===== config.mk =====
export PLATFORM = sky130hd
export DESIGN_NAME = rxm_packet_rx
export DESIGN_NICKNAME = d
export VERILOG_FILES = /design/src/rtl/rxm_pkg.sv /design/src/rtl/rxm_halfbit_sampler.sv /design/src/rtl/rxm_fletcher.sv /design/src/rtl/rxm_addr_match.sv /design/src/rtl/rxm_packet_rx.sv
export SDC_FILE = /design/constraint.sdc
export NUM_CORES = 1
export LEC_CHECK = 0
export BUFFER_PORTS_ARGS = -buffer_cell sky130_fd_sc_hd__buf_2
export CORE_MARGIN = 3
export CORE_UTILIZATION = 30
export CTS_BUF_LIST = sky130_fd_sc_hd__clkbuf_4
export CTS_CLUSTER_DIAMETER = 200
export DETAILED_ROUTE_END_ITERATION = 10
export HOLD_SLACK_MARGIN = 0.06
export SYNTH_ARGS = -nofsm -noshare
export SYNTH_HDL_FRONTEND = slang
export SYNTH_SLANG_ARGS = --single-unit

===== constraint.sdc =====
create_clock -name clk -period 6.39 [get_ports clk]
set_clock_uncertainty 0.15 [all_clocks]
set_input_delay 1.278 -clock clk [delete_from_list [all_inputs] [get_ports clk]]
set_output_delay 1.278 -clock clk [all_outputs]
set_load 0.05 [all_outputs]

===== src/rtl/rxm_pkg.sv =====
package rxm_pkg;

    typedef enum logic [1:0] {
        RX_HUNT = 2'd0,
        RX_DATA = 2'd1,
        RX_SYNC = 2'd2
    } rx_state_e;

    localparam int ADDR_BYTES = 5;
    localparam int TYPE_POS   = 5;
    localparam int MIN_LEN    = 8;

    typedef struct packed {
        logic own;
        logic bcast;
    } hit_t;

    // Sum of two residues mod 255, result kept in 0..254.
    function automatic logic [7:0] mod255_add(input logic [7:0] a, input logic [7:0] b);
        logic [8:0] s;
        s = {1'b0, a} + {1'b0, b};
        if (s >= 9'd255) s = s - 9'd255;
        return s[7:0];
    endfunction

endpackage


===== src/rtl/rxm_halfbit_sampler.sv =====
module rxm_halfbit_sampler #(
    parameter int HALF_CYC = 1500
) (
    input  logic clk,
    input  logic rst,
    input  logic line_i,
    input  logic track_any_i,
    input  logic arm_rise_i,
    output logic strobe_o,
    output logic bit_o,
    output logic rise_o
);
    localparam int CNT_W = $clog2(HALF_CYC + HALF_CYC / 2 + 1);
    localparam logic [CNT_W-1:0] LD_MID  = CNT_W'(HALF_CYC / 2 - 1);
    localparam logic [CNT_W-1:0] LD_FULL = CNT_W'(HALF_CYC - 1);
    localparam logic [CNT_W-1:0] LD_MARK = CNT_W'(HALF_CYC + HALF_CYC / 2 - 1);

    logic             meta_q, sync_q, prev_q;
    logic [CNT_W-1:0] cnt_q;
    logic             any_edge, re_any, re_mark;

    assign any_edge = sync_q ^ prev_q;
    assign rise_o   = sync_q & ~prev_q;
    assign re_any   = track_any_i & any_edge;
    assign re_mark  = arm_rise_i & rise_o;
    assign strobe_o = (cnt_q == '0) && !re_any && !re_mark;
    assign bit_o    = sync_q;

    always_ff @(posedge clk) begin
        if (rst) begin
            meta_q <= 1'b0;
            sync_q <= 1'b0;
            prev_q <= 1'b0;
            cnt_q  <= LD_FULL;
        end else begin
            meta_q <= line_i;
            sync_q <= meta_q;
            prev_q <= sync_q;
            if (re_any)             cnt_q <= LD_MID;
            else if (re_mark)       cnt_q <= LD_MARK;
            else if (cnt_q == '0)   cnt_q <= LD_FULL;
            else                    cnt_q <= cnt_q - 1'b1;
        end
    end

    p_strobe_gap_r3: assert property (@(posedge clk) disable iff (rst)
        strobe_o |=> !strobe_o);

endmodule


===== src/rtl/rxm_fletcher.sv =====
module rxm_fletcher
    import rxm_pkg::*;
#(
    parameter logic [7:0] INIT_S1 = 8'd0,
    parameter logic [7:0] INIT_S2 = 8'd0
) (
    input  logic       clk,
    input  logic       rst,
    input  logic       init_i,
    input  logic       upd_i,
    input  logic [7:0] byte_i,
    output logic       zero_next_o
);
    logic [7:0] s1_q, s2_q, n1, n2;

    assign n1 = mod255_add(s1_q, byte_i);
    assign n2 = mod255_add(s2_q, n1);
    assign zero_next_o = (n1 == 8'd0) && (n2 == 8'd0);

    always_ff @(posedge clk) begin
        if (rst) begin
            s1_q <= 8'd0;
            s2_q <= 8'd0;
        end else if (init_i) begin
            s1_q <= INIT_S1;
            s2_q <= INIT_S2;
        end else if (upd_i) begin
            s1_q <= n1;
            s2_q <= n2;
        end
    end

    p_sum_range_r6: assert property (@(posedge clk) disable iff (rst)
        (s1_q < 8'd255) && (s2_q < 8'd255));

endmodule


===== src/rtl/rxm_addr_match.sv =====
module rxm_addr_match
    import rxm_pkg::*;
#(
    parameter int LEN_W = 8
) (
    input  logic             clk,
    input  logic             rst,
    input  logic             start_i,
    input  logic             upd_i,
    input  logic [LEN_W-1:0] idx_i,
    input  logic [7:0]       byte_i,
    input  logic [7:0]       node_type_i,
    input  logic [31:0]      node_serial_i,
    output hit_t             hit_o
);
    logic [7:0] exp_b;
    logic       in_addr;

    always_comb begin
        exp_b = node_type_i;
        for (int k = 1; k < ADDR_BYTES; k++) begin
            if (int'(idx_i) == k) exp_b = node_serial_i[8*(k-1) +: 8];
        end
    end

    assign in_addr = int'(idx_i) < ADDR_BYTES;

    always_ff @(posedge clk) begin
        if (rst) begin
            hit_o <= '0;
        end else if (start_i) begin
            hit_o <= '{own: 1'b1, bcast: 1'b1};
        end else if (upd_i && in_addr) begin
            hit_o.own   <= hit_o.own   & (byte_i == exp_b);
            hit_o.bcast <= hit_o.bcast & (byte_i == 8'hFF);
        end
    end

    p_bcast_sticky_r7: assert property (@(posedge clk) disable iff (rst)
        (!hit_o.bcast && !start_i) |=> !hit_o.bcast);

endmodule


===== src/rtl/rxm_packet_rx.sv =====
module rxm_packet_rx
    import rxm_pkg::*;
#(
    parameter int          HALF_CYC    = 1500,
    parameter int          PRE_BITS    = 11,
    parameter logic [15:0] SYNC_WORD   = 16'h6572,
    parameter int          LEN_W       = 8,
    parameter int          GROUP_BYTES = 4
) (
    input  logic             clk,
    input  logic             rst,
    input  logic             line_i,
    input  logic [LEN_W-1:0] exp_len_i,
    input  logic [7:0]       node_type_i,
    input  logic [31:0]      node_serial_i,
    output logic             wr_en_o,
    output logic [LEN_W-1:0] wr_idx_o,
    output logic [7:0]       wr_data_o,
    output logic [7:0]       ptype_o,
    output logic             pkt_valid_o,
    output logic             pkt_err_o,
    output logic             own_hit_o,
    output logic             bcast_hit_o
);
    localparam int HUNT_W = 2 * (PRE_BITS + 16);
    localparam int GB_LOG = $clog2(GROUP_BYTES);
    localparam logic [7:0] FL_S1 = mod255_add(SYNC_WORD[7:0], SYNC_WORD[15:8]);
    localparam logic [7:0] FL_S2 = mod255_add(SYNC_WORD[7:0], FL_S1);

    // Half-bit pattern of trailing preamble plus start character, newest at bit 0.
    function automatic logic [HUNT_W-1:0] build_pattern();
        logic [HUNT_W-1:0] p;
        int h;
        logic b;
        p = '0;
        h = 0;
        for (int k = 0; k < PRE_BITS + 16; k++) begin
            if (k < PRE_BITS) b = ((PRE_BITS - 1 - k) % 2) == 0;
            else              b = SYNC_WORD[k - PRE_BITS];
            p[HUNT_W-1-h] = b;
            p[HUNT_W-2-h] = ~b;
            h += 2;
        end
        return p;
    endfunction

    localparam logic [HUNT_W-1:0] HUNT_PAT = build_pattern();

    rx_state_e         state;
    logic [HUNT_W-1:0] hunt_sr;
    logic              first_half, half_sel;
    logic [2:0]        bit_cnt;
    logic [7:0]        byte_sr;
    logic [LEN_W-1:0]  byte_idx, len_q;
    logic [1:0]        mark_wait;

    logic              s_strobe, s_bit, s_rise;
    logic [HUNT_W-1:0] hunt_next;
    logic              hunt_hit, pair_done, pair_bad, byte_done, last_byte, group_end;
    logic [7:0]        byte_val;
    logic              fl_zero;
    hit_t              hit;

    rxm_halfbit_sampler #(.HALF_CYC(HALF_CYC)) u_samp (
        .clk         (clk),
        .rst         (rst),
        .line_i      (line_i),
        .track_any_i (state == RX_HUNT),
        .arm_rise_i  (state == RX_SYNC),
        .strobe_o    (s_strobe),
        .bit_o       (s_bit),
        .rise_o      (s_rise)
    );

    assign hunt_next = {hunt_sr[HUNT_W-2:0], s_bit};
    assign hunt_hit  = (state == RX_HUNT) && s_strobe && (hunt_next == HUNT_PAT);
    assign pair_done = (state == RX_DATA) && s_strobe && half_sel;
    assign pair_bad  = pair_done && (first_half == s_bit);
    assign byte_done = pair_done && !pair_bad && (bit_cnt == 3'd7);
    assign byte_val  = {first_half, byte_sr[7:1]};
    assign last_byte = byte_idx == (len_q - 1'b1);
    assign group_end = &byte_idx[GB_LOG-1:0];

    rxm_fletcher #(.INIT_S1(FL_S1), .INIT_S2(FL_S2)) u_fl (
        .clk         (clk),
        .rst         (rst),
        .init_i      (hunt_hit),
        .upd_i       (byte_done),
        .byte_i      (byte_val),
        .zero_next_o (fl_zero)
    );

    rxm_addr_match #(.LEN_W(LEN_W)) u_addr (
        .clk           (clk),
        .rst           (rst),
        .start_i       (hunt_hit),
        .upd_i         (byte_done),
        .idx_i         (byte_idx),
        .byte_i        (byte_val),
        .node_type_i   (node_type_i),
        .node_serial_i (node_serial_i),
        .hit_o         (hit)
    );

    always_ff @(posedge clk) begin
        if (rst) begin
            state       <= RX_HUNT;
            hunt_sr     <= '0;
            first_half  <= 1'b0;
            half_sel    <= 1'b0;
            bit_cnt     <= 3'd0;
            byte_sr     <= 8'd0;
            byte_idx    <= '0;
            len_q       <= '0;
            mark_wait   <= 2'd0;
            wr_en_o     <= 1'b0;
            wr_idx_o    <= '0;
            wr_data_o   <= 8'd0;
            ptype_o     <= 8'd0;
            pkt_valid_o <= 1'b0;
            pkt_err_o   <= 1'b0;
            own_hit_o   <= 1'b0;
            bcast_hit_o <= 1'b0;
        end else begin
            wr_en_o     <= 1'b0;
            pkt_valid_o <= 1'b0;
            pkt_err_o   <= 1'b0;
            case (state)
                RX_HUNT: begin
                    if (s_strobe) begin
                        hunt_sr <= hunt_next;
                        if (hunt_hit) begin
                            state    <= RX_DATA;
                            len_q    <= exp_len_i;
                            byte_idx <= '0;
                            bit_cnt  <= 3'd0;
                            half_sel <= 1'b0;
                        end
                    end
                end
                RX_DATA: begin
                    if (s_strobe && !half_sel) begin
                        first_half <= s_bit;
                        half_sel   <= 1'b1;
                    end else if (pair_done) begin
                        half_sel <= 1'b0;
                        if (pair_bad) begin
                            pkt_err_o <= 1'b1;
                            state     <= RX_HUNT;
                            hunt_sr   <= '0;
                        end else begin
                            byte_sr <= byte_val;
                            bit_cnt <= bit_cnt + 3'd1;
                            if (byte_done) begin
                                wr_en_o   <= 1'b1;
                                wr_idx_o  <= byte_idx;
                                wr_data_o <= byte_val;
                                if (int'(byte_idx) == TYPE_POS) ptype_o <= byte_val;
                                if (last_byte) begin
                                    state   <= RX_HUNT;
                                    hunt_sr <= '0;
                                    if (fl_zero && (hit.own || hit.bcast)) begin
                                        pkt_valid_o <= 1'b1;
                                        own_hit_o   <= hit.own;
                                        bcast_hit_o <= hit.bcast;
                                    end else begin
                                        pkt_err_o   <= 1'b1;
                                        own_hit_o   <= 1'b0;
                                        bcast_hit_o <= 1'b0;
                                    end
                                end else begin
                                    byte_idx <= byte_idx + 1'b1;
                                    if (group_end) begin
                                        state     <= RX_SYNC;
                                        mark_wait <= 2'd0;
                                    end
                                end
                            end
                        end
                    end
                end
                RX_SYNC: begin
                    if (s_rise) begin
                        state    <= RX_DATA;
                        half_sel <= 1'b0;
                    end else if (s_strobe) begin
                        mark_wait <= mark_wait + 2'd1;
                        if (mark_wait == 2'd2) begin
                            pkt_err_o <= 1'b1;
                            state     <= RX_HUNT;
                            hunt_sr   <= '0;
                        end
                    end
                end
                default: state <= RX_HUNT;
            endcase
        end
    end

    p_flags_excl_r8: assert property (@(posedge clk) disable iff (rst)
        !(pkt_valid_o && pkt_err_o));

    p_valid_single_r8: assert property (@(posedge clk) disable iff (rst)
        pkt_valid_o |=> !pkt_valid_o);

    p_valid_after_data_r4: assert property (@(posedge clk) disable iff (rst)
        pkt_valid_o |-> ($past(state) == RX_DATA));

    p_len_floor_r4: assert property (@(posedge clk) disable iff (rst)
        (state == RX_DATA) |-> (int'(len_q) >= MIN_LEN));

    p_mark_edge_r5: assert property (@(posedge clk) disable iff (rst)
        (state == RX_DATA && $past(state) == RX_SYNC) |-> $past(s_rise));

    p_wr_range_r2: assert property (@(posedge clk) disable iff (rst)
        wr_en_o |-> (wr_idx_o < len_q));

    p_abort_pair_r3: assert property (@(posedge clk) disable iff (rst)
        pair_bad |=> (pkt_err_o && state == RX_HUNT));

endmodule


-- Yosys cells after proc, flatten, opt, wreduce, memory -nomap -nowiden
Index checks and enable logic that the tools add are counted.
- register bits: 148
- input port bits: 51
- output and inout port bits: 29
- add/sub/neg operators: 9
- $lt $le $gt $ge: 3
- eq/ne operators: 32
- muxes and demuxes: 80
- bitwise logic cells: 13
- reduce and logical (&&, ||, !) cells: 45
- operators by type and width (operator ; number):
    53-bit two-way mux ; 9
    53-bit case mux with 3 select lines ; 1
    8-bit two-way mux ; 15
    54-bit equality test, second input constant ; 1
    2-bit two-way mux ; 21
    12-bit two-way mux ; 2
    2-bit != test, second input constant ; 11
    8-bit by 8-bit adder with 9-bit output ; 2
    9-bit by 8-bit >= comparator with 1-bit output, second input constant ; 2
    1-bit two-way mux ; 18
    6-bit AND reduction ; 3
    9-bit AND reduction ; 2
    8-bit by 3-bit equality test with 1-bit output, second input constant ; 2
    8-bit by 4-bit equality test with 1-bit output, second input constant ; 2
    8-bit equality test ; 2
    8-bit zero test ; 2
    8-bit case mux with 2 select lines ; 1
    8-bit AND reduction ; 2
    8-bit subtractor, second input constant ; 2
    3-bit two-way mux ; 5
    7-bit two-way mux ; 2
    1-bit logical AND ; 13
    12-bit zero test ; 1
    12-bit by 1-bit subtractor with 12-bit output, second input constant ; 1
    37 further kinds ; 60

-- Depth between registers and ports, before layout
- word-level depth: 16
- depth in mapped cells: 22
- mapped depth without buffers: 21

-- By module
From an unflattened synthesis, not the netlist that was laid out.
- cell total of the unflattened synthesis: 1064
- area, all modules: 8722.1 µm²
- modules (own cells, without submodules) (module ; instances ; cells an instance ; area an instance (µm²)):
    rxm_packet_rx ; 1 ; 625 ; 5211.2
    rxm_fletcher ; 1 ; 246 ; 1933.1
    rxm_addr_match ; 1 ; 113 ; 845.8
    rxm_halfbit_sampler ; 1 ; 80 ; 732.0

-- Worst setup path before layout
OpenSTA, ideal clock, no wires.
- path type: flip-flop to flip-flop
- start: register byte_sr[2]
- end: register bcast_hit_o
- setup time: 67 ps
- arrival: 5300 ps
- slack: 873 ps
- stages on the path, launching flop included: 23
- clock period less this slack: 5517 ps
- cells stage by stage: dfxtp_1 clkbuf_1 inv_1 fa_1 nor2b_1 o2111ai_1 a21oi_1 or2_1 clkbuf_1 a31oi_2 xnor2_1 ha_1 inv_1 fa_1 xor2_1 or4_4 o21ai_4 o2111a_2 o2111ai_1 a2111oi_2 nand4_1 or4b_4 o21ai_2
- word-level cells in the longest chain between the ends: 10
- ends and longest elaborated chain (what ; line ; RTL):
    start, declared ; rxm_packet_rx.sv:53 ; logic [7:0] byte_sr;
    start signal, assigned ; rxm_packet_rx.sv:152 ; byte_sr <= byte_val;
    8-bit by 8-bit adder with 9-bit output * ; rxm_pkg.sv:21 ; s = {1'b0, a} + {1'b0, b};
    8-bit subtractor / 9-bit by 8-bit >= comparator with 1-bit output (equally long branches) ; rxm_pkg.sv:22 ; if (s >= 9'd255) s = s - 9'd255;
    8-bit two-way mux * ; rxm_pkg.sv:22 ;
    8-bit by 8-bit adder with 9-bit output ; rxm_pkg.sv:21 ;
    8-bit subtractor / 9-bit by 8-bit >= comparator with 1-bit output (equally long branches) ; rxm_pkg.sv:22 ;
    8-bit two-way mux ; rxm_pkg.sv:22 ;
    8-bit zero test ; rxm_fletcher.sv:18 ; assign zero_next_o = (n1 == 8'd0) && (n2 == 8'd0);
    1-bit logical AND * ; rxm_fletcher.sv:18 ;
    1-bit logical AND * ; rxm_packet_rx.sv:162 ; if (fl_zero && (hit.own || hit.bcast)) begin
    1-bit two-way mux * ; rxm_packet_rx.sv:162 ;
    end signal, assigned ; rxm_packet_rx.sv:165 ; bcast_hit_o <= hit.bcast;
    end, declared ; rxm_packet_rx.sv:23 ; output logic bcast_hit_o
Every way passes the cells marked *; elsewhere a longest branch is shown, timed or not.
A chain may end at the register's enable or synchronous reset.

-- Worst setup path in the final report
- start: register byte_sr[2]
- end: register own_hit_o
- word-level cells in the longest chain between the ends: 10
- ends and longest elaborated chain (what ; line ; RTL):
    8-bit by 8-bit adder with 9-bit output * ; rxm_pkg.sv:21 ;
    8-bit subtractor / 9-bit by 8-bit >= comparator with 1-bit output (equally long branches) ; rxm_pkg.sv:22 ;
    8-bit two-way mux * ; rxm_pkg.sv:22 ;
    8-bit by 8-bit adder with 9-bit output ; rxm_pkg.sv:21 ;
    8-bit subtractor / 9-bit by 8-bit >= comparator with 1-bit output (equally long branches) ; rxm_pkg.sv:22 ;
    8-bit two-way mux ; rxm_pkg.sv:22 ;
    8-bit zero test ; rxm_fletcher.sv:18 ;
    1-bit logical AND * ; rxm_fletcher.sv:18 ;
    1-bit logical AND * ; rxm_packet_rx.sv:162 ;
    1-bit two-way mux * ; rxm_packet_rx.sv:162 ;
    end signal, assigned ; rxm_packet_rx.sv:164 ; own_hit_o <= hit.own;
    end, declared ; rxm_packet_rx.sv:22 ; output logic own_hit_o,
Marked as above.

==> reports/qor.yml <==
run_status: "finished, final reports clean"
drive_gt1_share_pct: 13.8
arrival_ps: 6270
io_buffers: 79
end_kind: "register"
setup_tns_ps: 0
p_per_area_nw_per_um2: 187
irDropWorstVdd_mv: 0.0969
ctsHoldBuffers: 0
synth-main-ff-cell: "dfxtp_1"
finalSetupViolCount: 0
synth_warnings: 0
finalCriticalPeriod_ps: 5930
fin_crit_sh_pct: 92.7
dr.pass1.iters: 5
cts_root_buf: "clkbuf_4"
synth_nets: 1157
dp_hpwl_mm: 15.6
grt_usage_pct: 14.5
max_freq_mhz: 169
grt_pass1_wl_mm: 36.5
ys_async_sr_fraction_pct: 0
clock_sinks: 147
postRouteAntennaNets: 0
die-width_um: 174
place_inst: 1472
multi_input_area_um2: 5140
cp-start-kind: "register"
antenna_found_initial: 1
critPathRequiredTime_ps: 6740
synth_cell_types: 83
hold_viol: 0
cts_setup_buffers: 0
vias_per_cell: 5.08
cts_tree: "built"
crit_fanout: 10
rsz0062_at_grt: "no"
synth_cells: 1071
nNetsFinal: 1205
grt_max_degree: 71
drv_slew: 0
slew_headroom_pct: 32.2
wl_mm: 22.2
n_fill_cell: 2918
cp_slowest_stage_delay_ps: 580
clockBufferDepth: 2
path_delay_family: "simple AND/OR/NAND/NOR gates"
dieHeight_um: 174
vias: 7645
power_leakage_nw: 3.58
clkTransAtPathRegs_ps: 150
boundaryPins: 80
place_congestion: 0.869
start_util_pct: 31.0
cp_slowest_cell: "dfxtp_1"
grt.overflow.total: 0
synth-edff-count: 0
ys_seq_area_share_pct: 34.7
drtIter0Drc: 502
area_delta_synth_final_pct: 12.5
synth_seq_cells: 147
numCtsBuffers: 17
core_um2: 27300
avgSynthCellArea_um2: 7.91
syn-cell-area_um2: 8480
row_count: 60
wl_per_cell_um: 14.7
hp-class: "register to register"
worstPathCellList: "inv_1, fa_1, nor2b_1, o2111ai_1, a21oi_1, or2_1, a31oi_2, xnor2_1, ha_1, inv_1, fa_1, xor2_1, or4_4, o21ai_4, o2111a_2, o2111ai_1, a2111oi_2, nand4_1, or4b_4, o21ai_2"
cap_violations: 0
fin_cells: 1505
grt_pass1_vias: 7111
crit_buf_inv: 2
die-area_um2: 30300
crit_type: "register to register"
htreeDepth: 4
clock_latency_ps: 580
drc: 0
regArea_um2: 2940
worst_pin_slew_ps: 1020
==> final timing paths <==
kind | from | end | slack, ps | depth (start not counted)
min reg2reg | u_samp.cnt_q[0]$_SDFF_PP1_ | u_samp.cnt_q[0]$_SDFF_PP1_ | 290 | 1
max | byte_sr[2]$_SDFFE_PP0P_ | own_hit_o$_SDFFE_PP0P_ | 460 | 20
max reg2reg | byte_sr[2]$_SDFFE_PP0P_ | own_hit_o$_SDFFE_PP0P_ | 460 | 20
min | u_samp.cnt_q[0]$_SDFF_PP1_ | u_samp.cnt_q[0]$_SDFF_PP1_ | 290 | 1
==> cells in the mapped netlist, types with 5 or more instances <==
master    number  area (um^2)
buf_2          8         40.0
o211ai_1       8         60.1
a21oi_1      115          576
dfxtp_1      147         2940
and2_1        11         68.8
nand3_1       25          125
clkbuf_1      53          199
xor2_1        16          140
nor4b_1        5         43.8
nor4_1         7         43.8
nand2b_1      11         68.8
mux2i_1       35          350
a21o_1         9         67.6
a31oi_1        7         43.8
ha_1          33          413
nor2b_1       11         68.8
o21ai_0       30          150
nand3b_1      60          450
a211oi_1      20          150
nor2_1        75          282
nand4_1       20          125
nand2_1      174          653
nor3_1        18         90.1
o21bai_1       6         45.0
and3_1         5         31.3
inv_1         41          154
xnor2_1       22          193
==> cells in the final DEF, fill, tap and decap left out, types with 4 or more instances in the layout <==
cell and count:
and3_1 5, o211ai_1 8, nor3_1 18, a21o_1 9
o21bai_1 6, clkinv_8 6, nand4_1 20, nor3b_1 4
clkbuf_4 17, a31oi_1 7, ha_1 33, buf_4 15
and2_1 11, a21oi_1 115, nand2b_1 11, nor2_1 75
xor2_1 16, inv_1 41, buf_2 78, o31ai_1 4
nor4_1 7, or4_1 4, xnor2_1 21, o21ai_0 30
a211oi_1 20, nor2b_1 11, dfxtp_1 147, nor4b_1 5
or2_2 4, o2111ai_1 4, mux2i_1 35, nand2_1 174
nand3_1 25, inv_8 6, nand3b_1 60, o22ai_1 4
==> area by class of cell <==
| class | count | share of cell area, % |
|---|---|---|
| antenna | 1 | 0.0262 |
| clock buffer | 17 | 1.34 |
| clock inverter | 15 | 2.09 |
| inverter | 42 | 1.65 |
| multi-input combinational | 818 | 53.9 |
| sequential | 147 | 30.9 |
| tap | 372 | 4.88 |
| timing repair buffer | 93 | 5.27 |
==> power by group <==
| part | internal [W] | switching, W | leakage, nW |
|---|---|---|---|
| logic | 0.0000799 | 0.000135 | 2.22 |
| clock network | 0.000194 | 0.000437 | 0.171 |
| registers | 0.000928 | 0.00000909 | 1.19 |
| total | 0.00120 | 0.000581 | 3.58 |
==> state kept, by name, indices dropped and copies added (netlist names), 2 cells and up <==
signal and count:
u_samp.cnt_q 12, len_q 8, wr_data_o 8, mark_wait 2
bit_cnt 3, u_addr.hit_o 2, ptype_o 8, byte_sr 7
state 2, byte_idx 8, u_fl.s2_q 8, wr_idx_o 8
u_fl.s1_q 8, hunt_sr 53
==> stage by stage <==
step | setup slack (ps) | hold WS (ps) | utilization [%] | instance area, um^2 | total power, W
after floorplan | 873 | 229 | - | 8480 | 0.00112
after global placement | 659 | 244 | 33.7 | 9200 | 0.00117
after detailed placement | 480 | 255 | 33.7 | 9200 | 0.00117
final | 463 | 286 | 34.9 | 9540 | 0.00178
after global routing | 61.2 | 313 | 34.9 | 9540 | 0.00187
after CTS | 472 | 292 | 34.9 | 9530 | 0.00181
==> kinds of logic after synthesis <==
kind of cell | Yosys count | share of synthesized area [%]
adder cells (fa/ha/maj) | 35 | 5.34
XOR/XNOR | 39 | 4.12
flip-flops | 147 | 34.7
multiplexers | 38 | 4.53
buffers and inverters | 106 | 4.90
AND/OR/NAND/NOR | 455 | 27.5
AO/OA/AOI/OAI | 251 | 18.9
==> layer usage <==
layer / global-route usage, % / part of all wire [%] / vias up
li1: - / - / 3896
met4: 2.78 / 0.87 / 0
met1: 19.3 / 47 / 3581
met5: 0 / 0 / -
met2: 23.7 / 47 / 151
met3: 3.80 / 5.4 / 17
==> worst reg2reg max path, delay by kind of cell (launching register included) <==
| family | cells | cell delay [ps] |
|---|---|---|
| buffers and inverters | 2 | 210 |
| and+or+nand+nor | 5 | 1780 |
| xor gates and xnor gates | 2 | 450 |
| adders and majority gates | 3 | 1110 |
| AOI/OAI and AO/OA | 8 | 1590 |
| DFF | 1 | 580 |
==> repair_timing <==
action	CTS	global route
hold endpoints to repair	0	0
resized for setup	0	1
endpoints found under the setup margin	0	2
Power figures use the tool's default switching activity.
